`src/rtl/sby_pkg.sv`:
```
// Shared types and constants for the standby sequencer.
// Assumes the status code is read as {stat1, stat0}.
package sby_pkg;
    typedef enum logic [1:0] {
        ST_RUN    = 2'd0,
        ST_ENTER  = 2'd1,
        ST_STBY   = 2'd2,
        ST_SETTLE = 2'd3
    } sby_state_e;

    localparam logic       ADDR_CTL      = 1'b0;
    localparam logic       ADDR_PRELOAD  = 1'b1;
    localparam int         CTL_REQ_BIT   = 0;
    localparam int         CTL_PS_LSB    = 1;

    localparam logic [1:0] CODE_RUN      = 2'b00;
    localparam logic [1:0] CODE_ENTER    = 2'b10;
    localparam logic [1:0] CODE_STBY     = 2'b01;
endpackage

```
`src/rtl/sby_regs.sv`:
```
// Control and preload registers of the standby sequencer.
// Writes take effect only when wr_allow is high (clock running).
// Manual reset clears the request bit but keeps prescale and preload.
module sby_regs
    import sby_pkg::*;
#(
    parameter int CNT_W = 8,
    parameter int PS_W  = 2
) (
    input  logic             clk,
    input  logic             rst_n,
    input  logic             man_rst_n,
    input  logic             wr_en,
    input  logic             wr_addr,
    input  logic [CNT_W-1:0] wr_data,
    input  logic             wr_allow,
    output logic             enter_req,
    output logic             req_q,
    output logic [PS_W-1:0]  ps_sel_q,
    output logic [CNT_W-1:0] preload_q
);
    logic wr_ctl;
    logic wr_pre;

    // Decode the two register writes, qualified by the allow signal.
    always_comb begin
        wr_ctl    = wr_en && wr_allow && man_rst_n && (wr_addr == ADDR_CTL);
        wr_pre    = wr_en && wr_allow && man_rst_n && (wr_addr == ADDR_PRELOAD);
        enter_req = wr_ctl && wr_data[CTL_REQ_BIT];
    end

    // Request bit: cleared by either reset, otherwise follows control writes.
    always_ff @(posedge clk) begin
        if (!rst_n || !man_rst_n) begin
            req_q <= 1'b0;
        end else if (wr_ctl) begin
            req_q <= wr_data[CTL_REQ_BIT];
        end
    end

    // Prescale field and preload: cleared only by power-on reset.
    always_ff @(posedge clk) begin
        if (!rst_n) begin
            ps_sel_q  <= '0;
            preload_q <= '0;
        end else begin
            if (wr_ctl) begin
                ps_sel_q <= wr_data[CTL_PS_LSB +: PS_W];
            end
            if (wr_pre) begin
                preload_q <= wr_data;
            end
        end
    end
endmodule

```
`src/rtl/sby_prescaler.sv`:
```
// Divides the base tick by 2^ps_sel. The phase restarts while clr is high.
// Assumes tick_in is a single-cycle pulse.
module sby_prescaler #(
    parameter int PS_W = 2
) (
    input  logic            clk,
    input  logic            rst_n,
    input  logic            clr,
    input  logic            tick_in,
    input  logic [PS_W-1:0] ps_sel,
    output logic            tick_out
);
    localparam int DIV_W = (1 << PS_W) - 1;

    logic [DIV_W-1:0] phase_q;
    logic [DIV_W-1:0] mask;

    // One mask bit per prescale stage below the selected ratio.
    for (genvar i = 0; i < DIV_W; i++) begin : g_mask
        assign mask[i] = (32'(ps_sel) > i);
    end

    // Emit a divided tick when all low phase bits selected by the mask are set.
    always_comb begin
        tick_out = tick_in && ((phase_q & mask) == mask);
    end

    // Phase counter advances on every base tick.
    always_ff @(posedge clk) begin
        if (!rst_n || clr) begin
            phase_q <= '0;
        end else if (tick_in) begin
            phase_q <= phase_q + 1'b1;
        end
    end
endmodule

```
`src/rtl/sby_wdt_counter.sv`:
```
// Preloadable up-counter reused as the wake settling timer.
// Load has priority over increment; overflow is an all-ones increment.
module sby_wdt_counter #(
    parameter int CNT_W = 8
) (
    input  logic             clk,
    input  logic             rst_n,
    input  logic             man_rst_n,
    input  logic             load,
    input  logic [CNT_W-1:0] load_val,
    input  logic             inc,
    output logic [CNT_W-1:0] cnt_q,
    output logic             ovf
);
    // Flag the increment that wraps the counter past all-ones.
    always_comb begin
        ovf = inc && (&cnt_q);
    end

    // Counter register: reset, preload or count.
    always_ff @(posedge clk) begin
        if (!rst_n || !man_rst_n) begin
            cnt_q <= '0;
        end else if (load) begin
            cnt_q <= load_val;
        end else if (inc) begin
            cnt_q <= cnt_q + 1'b1;
        end
    end
endmodule

```
`src/rtl/sby_fsm.sv`:
```
// Phase controller: run, clock-stopping entry, standby, settling.
// Manual reset overrides every other event; resume is a registered strobe.
module sby_fsm
    import sby_pkg::*;
(
    input  logic       clk,
    input  logic       rst_n,
    input  logic       man_rst_n,
    input  logic       enter_req,
    input  logic       wake_req,
    input  logic       ovf,
    output sby_state_e state_q,
    output logic       resume_q
);
    // State and resume strobe update.
    always_ff @(posedge clk) begin
        if (!rst_n || !man_rst_n) begin
            state_q  <= ST_RUN;
            resume_q <= 1'b0;
        end else begin
            resume_q <= 1'b0;
            unique case (state_q)
                ST_RUN:    if (enter_req) state_q <= ST_ENTER;
                ST_ENTER:  state_q <= ST_STBY;
                ST_STBY:   if (wake_req) state_q <= ST_SETTLE;
                ST_SETTLE: if (ovf) begin
                    state_q  <= ST_RUN;
                    resume_q <= 1'b1;
                end
                default:   state_q <= ST_RUN;
            endcase
        end
    end
endmodule

```
`src/rtl/standby_seq.sv`:
```
// Top of the standby sequencer: registers, prescaler, counter and phase FSM.
// Assumes all inputs are synchronous to clk; clk_ok reports the input clock.
module standby_seq
    import sby_pkg::*;
#(
    parameter int                 CNT_W     = 8,
    parameter int                 PS_W      = 2,
    parameter int                 NUM_IRQ   = 4,
    parameter logic [NUM_IRQ-1:0] WAKE_MASK = 4'b0111
) (
    input  logic               clk,
    input  logic               rst_n,
    input  logic               man_rst_n,
    input  logic               wr_en,
    input  logic               wr_addr,
    input  logic [CNT_W-1:0]   wr_data,
    input  logic [NUM_IRQ-1:0] irq_req,
    input  logic               clk_ok,
    input  logic               tick,
    output logic               core_clk_en,
    output logic               ckout_en,
    output logic               stat1,
    output logic               stat0,
    output logic               resume,
    output logic [CNT_W-1:0]   wdt_count
);
    sby_state_e       state_q;
    logic             enter_req;
    logic             req_q;
    logic [PS_W-1:0]  ps_sel_q;
    logic [CNT_W-1:0] preload_q;
    logic             ps_tick;
    logic             cnt_inc;
    logic             cnt_ovf;
    logic             wake_req;
    logic             pre_clr;
    logic [1:0]       code;

    sby_regs #(.CNT_W(CNT_W), .PS_W(PS_W)) u_regs (
        .clk       (clk),
        .rst_n     (rst_n),
        .man_rst_n (man_rst_n),
        .wr_en     (wr_en),
        .wr_addr   (wr_addr),
        .wr_data   (wr_data),
        .wr_allow  (state_q == ST_RUN),
        .enter_req (enter_req),
        .req_q     (req_q),
        .ps_sel_q  (ps_sel_q),
        .preload_q (preload_q)
    );

    sby_prescaler #(.PS_W(PS_W)) u_pre (
        .clk      (clk),
        .rst_n    (rst_n),
        .clr      (pre_clr),
        .tick_in  (tick),
        .ps_sel   (ps_sel_q),
        .tick_out (ps_tick)
    );

    sby_wdt_counter #(.CNT_W(CNT_W)) u_cnt (
        .clk       (clk),
        .rst_n     (rst_n),
        .man_rst_n (man_rst_n),
        .load      (enter_req),
        .load_val  (preload_q),
        .inc       (cnt_inc),
        .cnt_q     (wdt_count),
        .ovf       (cnt_ovf)
    );

    sby_fsm u_fsm (
        .clk       (clk),
        .rst_n     (rst_n),
        .man_rst_n (man_rst_n),
        .enter_req (enter_req),
        .wake_req  (wake_req),
        .ovf       (cnt_ovf),
        .state_q   (state_q),
        .resume_q  (resume)
    );

    // Wake qualification, counter enable and prescaler restart.
    always_comb begin
        wake_req = (|(irq_req & WAKE_MASK)) && clk_ok;
        cnt_inc  = ps_tick && ((state_q == ST_SETTLE) || ((state_q == ST_RUN) && req_q));
        pre_clr  = (state_q == ST_ENTER) || (state_q == ST_STBY);
    end

    // Status code, core clock gate and clock output enable.
    always_comb begin
        unique case (state_q)
            ST_RUN:   code = CODE_RUN;
            ST_ENTER: code = CODE_ENTER;
            default:  code = CODE_STBY;
        endcase
        stat1       = code[1];
        stat0       = code[0];
        core_clk_en = (state_q == ST_RUN);
        ckout_en    = (state_q == ST_RUN) || !rst_n || !man_rst_n;
    end
endmodule

```
`config.mk`:
```
export PLATFORM = sky130hd
export DESIGN_NAME = standby_seq
export DESIGN_NICKNAME = d
export VERILOG_FILES = /design/src/rtl/sby_pkg.sv /design/src/rtl/sby_regs.sv /design/src/rtl/sby_prescaler.sv /design/src/rtl/sby_wdt_counter.sv /design/src/rtl/sby_fsm.sv /design/src/rtl/standby_seq.sv
export SDC_FILE = /design/constraint.sdc
export NUM_CORES = 1
export LEC_CHECK = 0
export BUFFER_PORTS_ARGS = -buffer_cell sky130_fd_sc_hd__buf_2
export CORE_MARGIN = 2
export CORE_UTILIZATION = 47
export DETAILED_ROUTE_END_ITERATION = 8
export PLACE_DENSITY = 0.75
export SLEW_MARGIN = 5
export SYNTH_ARGS = -nofsm -noshare
export SYNTH_HDL_FRONTEND = slang
export SYNTH_SLANG_ARGS = --single-unit
```
`constraint.sdc`:
```
create_clock -name clk -period 1.8 [get_ports clk]
set_input_delay 0.18 -clock clk [delete_from_list [all_inputs] [get_ports clk]]
set_output_delay 0.18 -clock clk [all_outputs]
set_load 0.1 [all_outputs]
```
Yosys cells after proc, flatten, opt, wreduce, memory -nomap -nowiden
Index checks and enable logic that the tools add are counted.
{ "word_totals": {"regBits": 25, "input_bits": 19, "word_cells": 54, "out_inout_bits": 13} }
{ "op_classes": {"n_lt_le_gt_ge": 3, "bitwise": 3, "eq_ne": 7, "n_reduce_logical": 24, "n_addsub": 2, "mux": 8} }
{ "op_table": {"columns": ["cell", "n"], "rows": [
  ["$mux W8", 2],
  ["$logic_and A1 B1 Y1", 10],
  ["$add A8 B1 Y8 const B", 1],
  ["$pmux W2 S4", 1],
  ["$reduce_and A8 Y1", 1],
  ["$logic_or A1 B1 Y1", 6],
  ["$mux W2", 3],
  ["$eq A2 B2 Y1 const B", 2],
  ["$gt A2 B1 Y1 const B", 2],
  ["$ne A2 B2 Y1 const B", 2],
  ["$pmux W2 S2", 1],
  ["$add A3 B1 Y3 const B", 1],
  ["$and A3 B3 Y3", 1],
  ["$eq A3 B3 Y1", 1],
  ["$reduce_and A3 Y1", 1],
  ["$reduce_or A3 Y1", 1],
  ["$eq A2 B1 Y1 const B", 1],
  ["$gt A2 B2 Y1 const B", 1],
  ["$logic_not A1 Y1", 2],
  ["$logic_not A2 Y1", 1],
  ["$ne A2 B1 Y1 const B", 1],
  ["$not A1 Y1", 2],
  ["$reduce_bool A2 Y1", 1],
  ["$reduce_or A2 Y1", 1],
  ["$mux W1", 1]
]} }

Longest topological paths before layout
{ "logic_depth": {"ltp_word": 8, "depth_mapped": 8, "ltp_nobuf": 7} }

Hierarchy
Synthesis repeated with hierarchy kept, for this count alone.
{ "unflattened": {"cells_unflattened": 155, "hier_area_um2": 1360.1} }
{ "by_module_without_submodules": {"columns": ["mod", "area_per_inst_um2", "cells_each", "instances", "seq_area_each_um2"], "rows": [
  ["sby_regs", 462.9, 49, 1, 220.2],
  ["sby_wdt_counter", 459.2, 56, 1, 160.2],
  ["sby_fsm", 202.7, 22, 1, 60.1],
  ["sby_prescaler", 146.4, 17, 1, 60.1],
  ["standby_seq", 88.8, 11, 1, 0.0]
]} }

Worst setup path before layout
Ideal clock, no wire load.
{ "synth_timing": {"kind": "reg-to-output", "from": "register u_fsm.state_q[0]", "to": "output stat0", "n_path_buf": 0, "path_stages_with_launch": 4, "setup_slack_ns": -0.853, "arrival_time_ns": 2.473, "required_ns": 1.620, "cell_sequence": "dfxtp_1 inv_1 ha_1 nor2_1"} }
{ "synth_between": {"elab_chain_cells": 2, "word_cells_on_any_way": 3, "cone_classes": "eq/ne (1); mux (1); reduce/logical (1)"} }
{ "synth_rtl": {"columns": ["element", "line", "text"], "rows": [
  ["start: declaration", "sby_fsm.sv:12", "output sby_state_e state_q,"],
  ["start signal: assignment", "sby_fsm.sv:18", "state_q <= ST_RUN;"],
  ["start signal: assignment", "sby_fsm.sv:23", "ST_RUN: if (enter_req) state_q <= ST_ENTER;"],
  ["start signal: assignment", "sby_fsm.sv:24", "ST_ENTER: state_q <= ST_STBY;"],
  ["$logic_not A2 Y1", null, null],
  ["net core_clk_en", "standby_seq.sv:20", "output logic core_clk_en,"],
  ["$pmux W2 S2", "standby_seq.sv:93", "unique case (state_q)"],
  ["end: declaration", "standby_seq.sv:23", "output logic stat0,"]
]} }
The timed path passes the listed nets, and every way through them passes these cells.

Worst setup path after layout
{ "layout_timing": {"from": "register u_fsm.state_q[1]", "to": "output ckout_en"} }
{ "layout_between": {"elab_chain_cells": 3} }
{ "layout_rtl": {"columns": ["element", "line", "text"], "rows": [
  ["$logic_not A2 Y1", "standby_seq.sv:101", "ckout_en = (state_q == ST_RUN) || !rst_n || !man_rst_n;"],
  ["$logic_or A1 B1 Y1 (2 in a row)", "standby_seq.sv:101", null],
  ["end: declaration", "standby_seq.sv:21", "output logic ckout_en,"]
]} }
Every way passes these cells.

==> qor.csv <==
stage,metric,value,unit
sta,period_share,94.16,%
sta,fin_skew,0.004932,ns
detailed_routing,remaining_drc_errors,0,
setup_path,critPathKind,reg -> out,
final_layout,fin_area,1562,sq um
clock_network,clock_path_buffers,2,
sta,tightest_slew,0.4965,ns
floorplan,fp.dieH,57.10,um
synthesis,synth_enable_flop_cells,0,
sta,final_max_slew_viol_count,0,
placed_design,place_area,1534,sq um
setup_path,critPathMaxStageDelay,0.42,ns
clock_network,clock_latency,0.32,ns
synthesis,syn_inst,146,
synthesis,synth_warnings,0,
sta,fin_crit,1.695,ns
run_status,run_status,finished clean,
floorplan,die_x,57.10,um
final_layout,antenna_cells,0,
placed_design,place_congestion,0.7725,
global_route,grt_antenna_before_repair,0,
clock_network,cts_buffers,3,
power_and_ir_drop,power_density,622.9,nW/um^2
power_and_ir_drop,peakVddDrop,0.5554,mV
setup_path,critPathLaunchType,flip-flop,
setup_path,crit_path_top_delay_cell,buf_2,
synthesis,syn_area_per_cell,9.075,sq um
setup_path,crit_chain,inv_2 > ha_4 > nand2b_1 > buf_2,
clock_network,cts-root-buf,clkbuf_4,
floorplan,io_pins,32,
detailed_routing,dr.pass1.iters,4,
clock_network,clock_sinks,25,
detailed_routing,num_vias,1126,
floorplan,start_util,48.89,%
floorplan,coreArea,2710,sq um
synthesis,syn_area,1325,sq um
min_path,hp-class,in -> reg,
global_route,grt_start_max_net_pins,15,
clock_network,cts_resized,0,
synthesis,async_flop_share,0,%
setup_path,critPathCaptureType,output pin,
clock_network,cts_tree,built,
power_and_ir_drop,leakage,0.6368,nW
clock_network,post_cts_buffers,0,
setup_path,cp_max_fo,9,
global_route,grt-ovfl-total,0,
detailed_routing,antenna_left,0,
detailed_routing,viasPerCell,5.440,
floorplan,die-area,3260,sq um
final_layout,drive_above_1_share,34.66,%
setup_path,worstPathArrival,1.51,ns
global_route,grt_pass1_vias,1014,
sta,fmax,590.0,MHz
global_route,track_usage,17.83,%
floorplan,num_rows,19,
sta,finalHoldViolations,0,
synthesis,syn-num-nets,172,
sta,setup-tns-final,0,ns
synthesis,synth_flop_cell,dfxtp_1,
placed_design,dp_hpwl,2.075,mm
detailed_routing,wl,2.754,mm
synthesis,synth_seq_cells,25,
placed_design,io_buffers,30,
clock_network,clk_pin_slew,0.14,ns
detailed_routing,drt_iter0_markers,39,
detailed_routing,wl_per_cell,13.30,um
sta,setup_violations,0,
flow_run,max_cap_viol_count,0,
final_layout,layout.nets,203,
setup_path,required,1.62,ns
synthesis,synth.distinct_cells,42,
clock_network,htree_levels,1,
final_layout,area_growth,17.85,%
sta,slew_headroom,66.71,%
sta,rsz0062_at_grt,no,
global_route,grt_pass1_wl,4.602,mm
synthesis,yosysSeqAreaShare,37.77,%
clock_network,ctsHoldBuffers,0,
==> stage by stage <==
step           total power [mW]  hold WS [ns]  setup slack [ns]  instances  utilization [%]
6_report                 0.9726       0.08113            0.1051        207            57.62
5_1_grt                   1.015       0.08883           0.03044        207            57.62
4_1_cts                  0.9789       0.07723           0.08944        207            57.62
3_5_place_dp             0.7283        0.4378            0.1519        203            56.60
3_3_place_gp             0.7238        0.4298            0.1987        203            56.60
2_1_floorplan            0.6861        0.3148           0.01229        146                -
==> logic make-up (layout without fill, tap and decap cells) <==
group / after synthesis / in the layout / synth area share, %
mux: 5 / 5 / 3.777
xor+xnor: 7 / 7 / 4.627
compound gates: 29 / 29 / 16.24
flops: 25 / 25 / 37.77
fa+ha+maj: 7 / 7 / 6.610
simple gates: 66 / 66 / 27.95
buf+inv: 7 / 37 / 3.022
==> worst max-delay path, delay by kind of cell (launching register included) <==
kind	cells	cell delay [ns]
simple gates	1	0.11
buf+inv	2	0.51
flops	1	0.37
fa+ha+maj	1	0.21
==> power breakdown <==
part           switching [mW]  internal [mW]
Clock                   0.173         0.0834
Sequential             0.0139          0.566
Combinational          0.0891         0.0477
==> layer usage <==
layer / share of wire (%) / global-route usage [%]
met1: 49 / 23.94
met2: 46 / 29.06
met3: 3.8 / 2.268
met4: 1.1 / 7.309
met5: 0 / 0
==> worst paths after layout <==
path,start,to,slack [ns],cells past startpoint
worst max-delay path,u_fsm.state_q[1],ckout_en,0.11,4
worst min-delay path,wr_data[3],u_regs.preload_q[3],0.08,3
worst max register to register,u_fsm.state_q[0],u_cnt.cnt_q[2],0.14,7
worst min register to register,u_regs.preload_q[3],u_regs.preload_q[3],0.48,2
==> registers in the layout (all words and copies together) (netlist names) <==
name,cells
u_cnt.cnt_q,8
u_regs.preload_q,8
u_regs.ps_sel_q,2
u_fsm.state_q,2
u_pre.phase_q,3
u_fsm.resume_q,1
u_regs.req_q,1
==> synthesized netlist by cell type (2+ instances only) <==
cell	number	area, sq um
ha_1	7	87.58
inv_1	2	7.510
nand3_1	3	15.01
nor3_1	2	10.01
nand2_1	20	75.07
clkbuf_1	2	7.510
a211oi_1	6	45.04
a21boi_0	8	60.06
xnor2_1	6	52.55
nor3_2	3	30.03
nand2_2	2	12.51
nor2_1	13	48.80
o21ai_1	2	10.01
dfxtp_1	25	500.5
nor2b_1	2	12.51
mux2i_1	5	50.05
nand2b_1	5	31.28
and4_1	2	17.52
nand4_1	4	25.02
a21oi_1	3	15.01
and4_2	2	20.02
o31ai_1	2	15.01
==> cell usage in the layout, fill, tap and decap left out, types with 2 or more instances in the layout <==
cell type,count
nor2b_1,2
and4_2,2
dfxtp_2,6
nor3_2,3
a21boi_0,8
nor3_1,2
nor2_1,12
nand4_1,4
mux2i_1,5
nand3_1,3
dfxtp_4,3
nand2_2,2
a211oi_1,6
nand2_1,20
buf_2,30
xnor2_1,6
and4_1,2
inv_2,2
o21ai_1,2
dfxtp_1,16
a21oi_1,3
nand2b_1,5
clkbuf_4,3
o31ai_1,2
ha_1,6
==> final cells by class <==
| class | instances | area, sq um |
|---|---|---|
| Timing Repair Buffer | 31 | 157.7 |
| Clock buffer | 3 | 22.52 |
| Clock inverter | 1 | 5.005 |
| Inverter | 2 | 7.507 |
| Fill cell | 243 | 1149 |
| Sequential cell | 25 | 519.2 |
| Multi-Input combinational cell | 114 | 810.8 |
| Tap cell | 31 | 38.79 |
(Power assumes the default switching activity.)
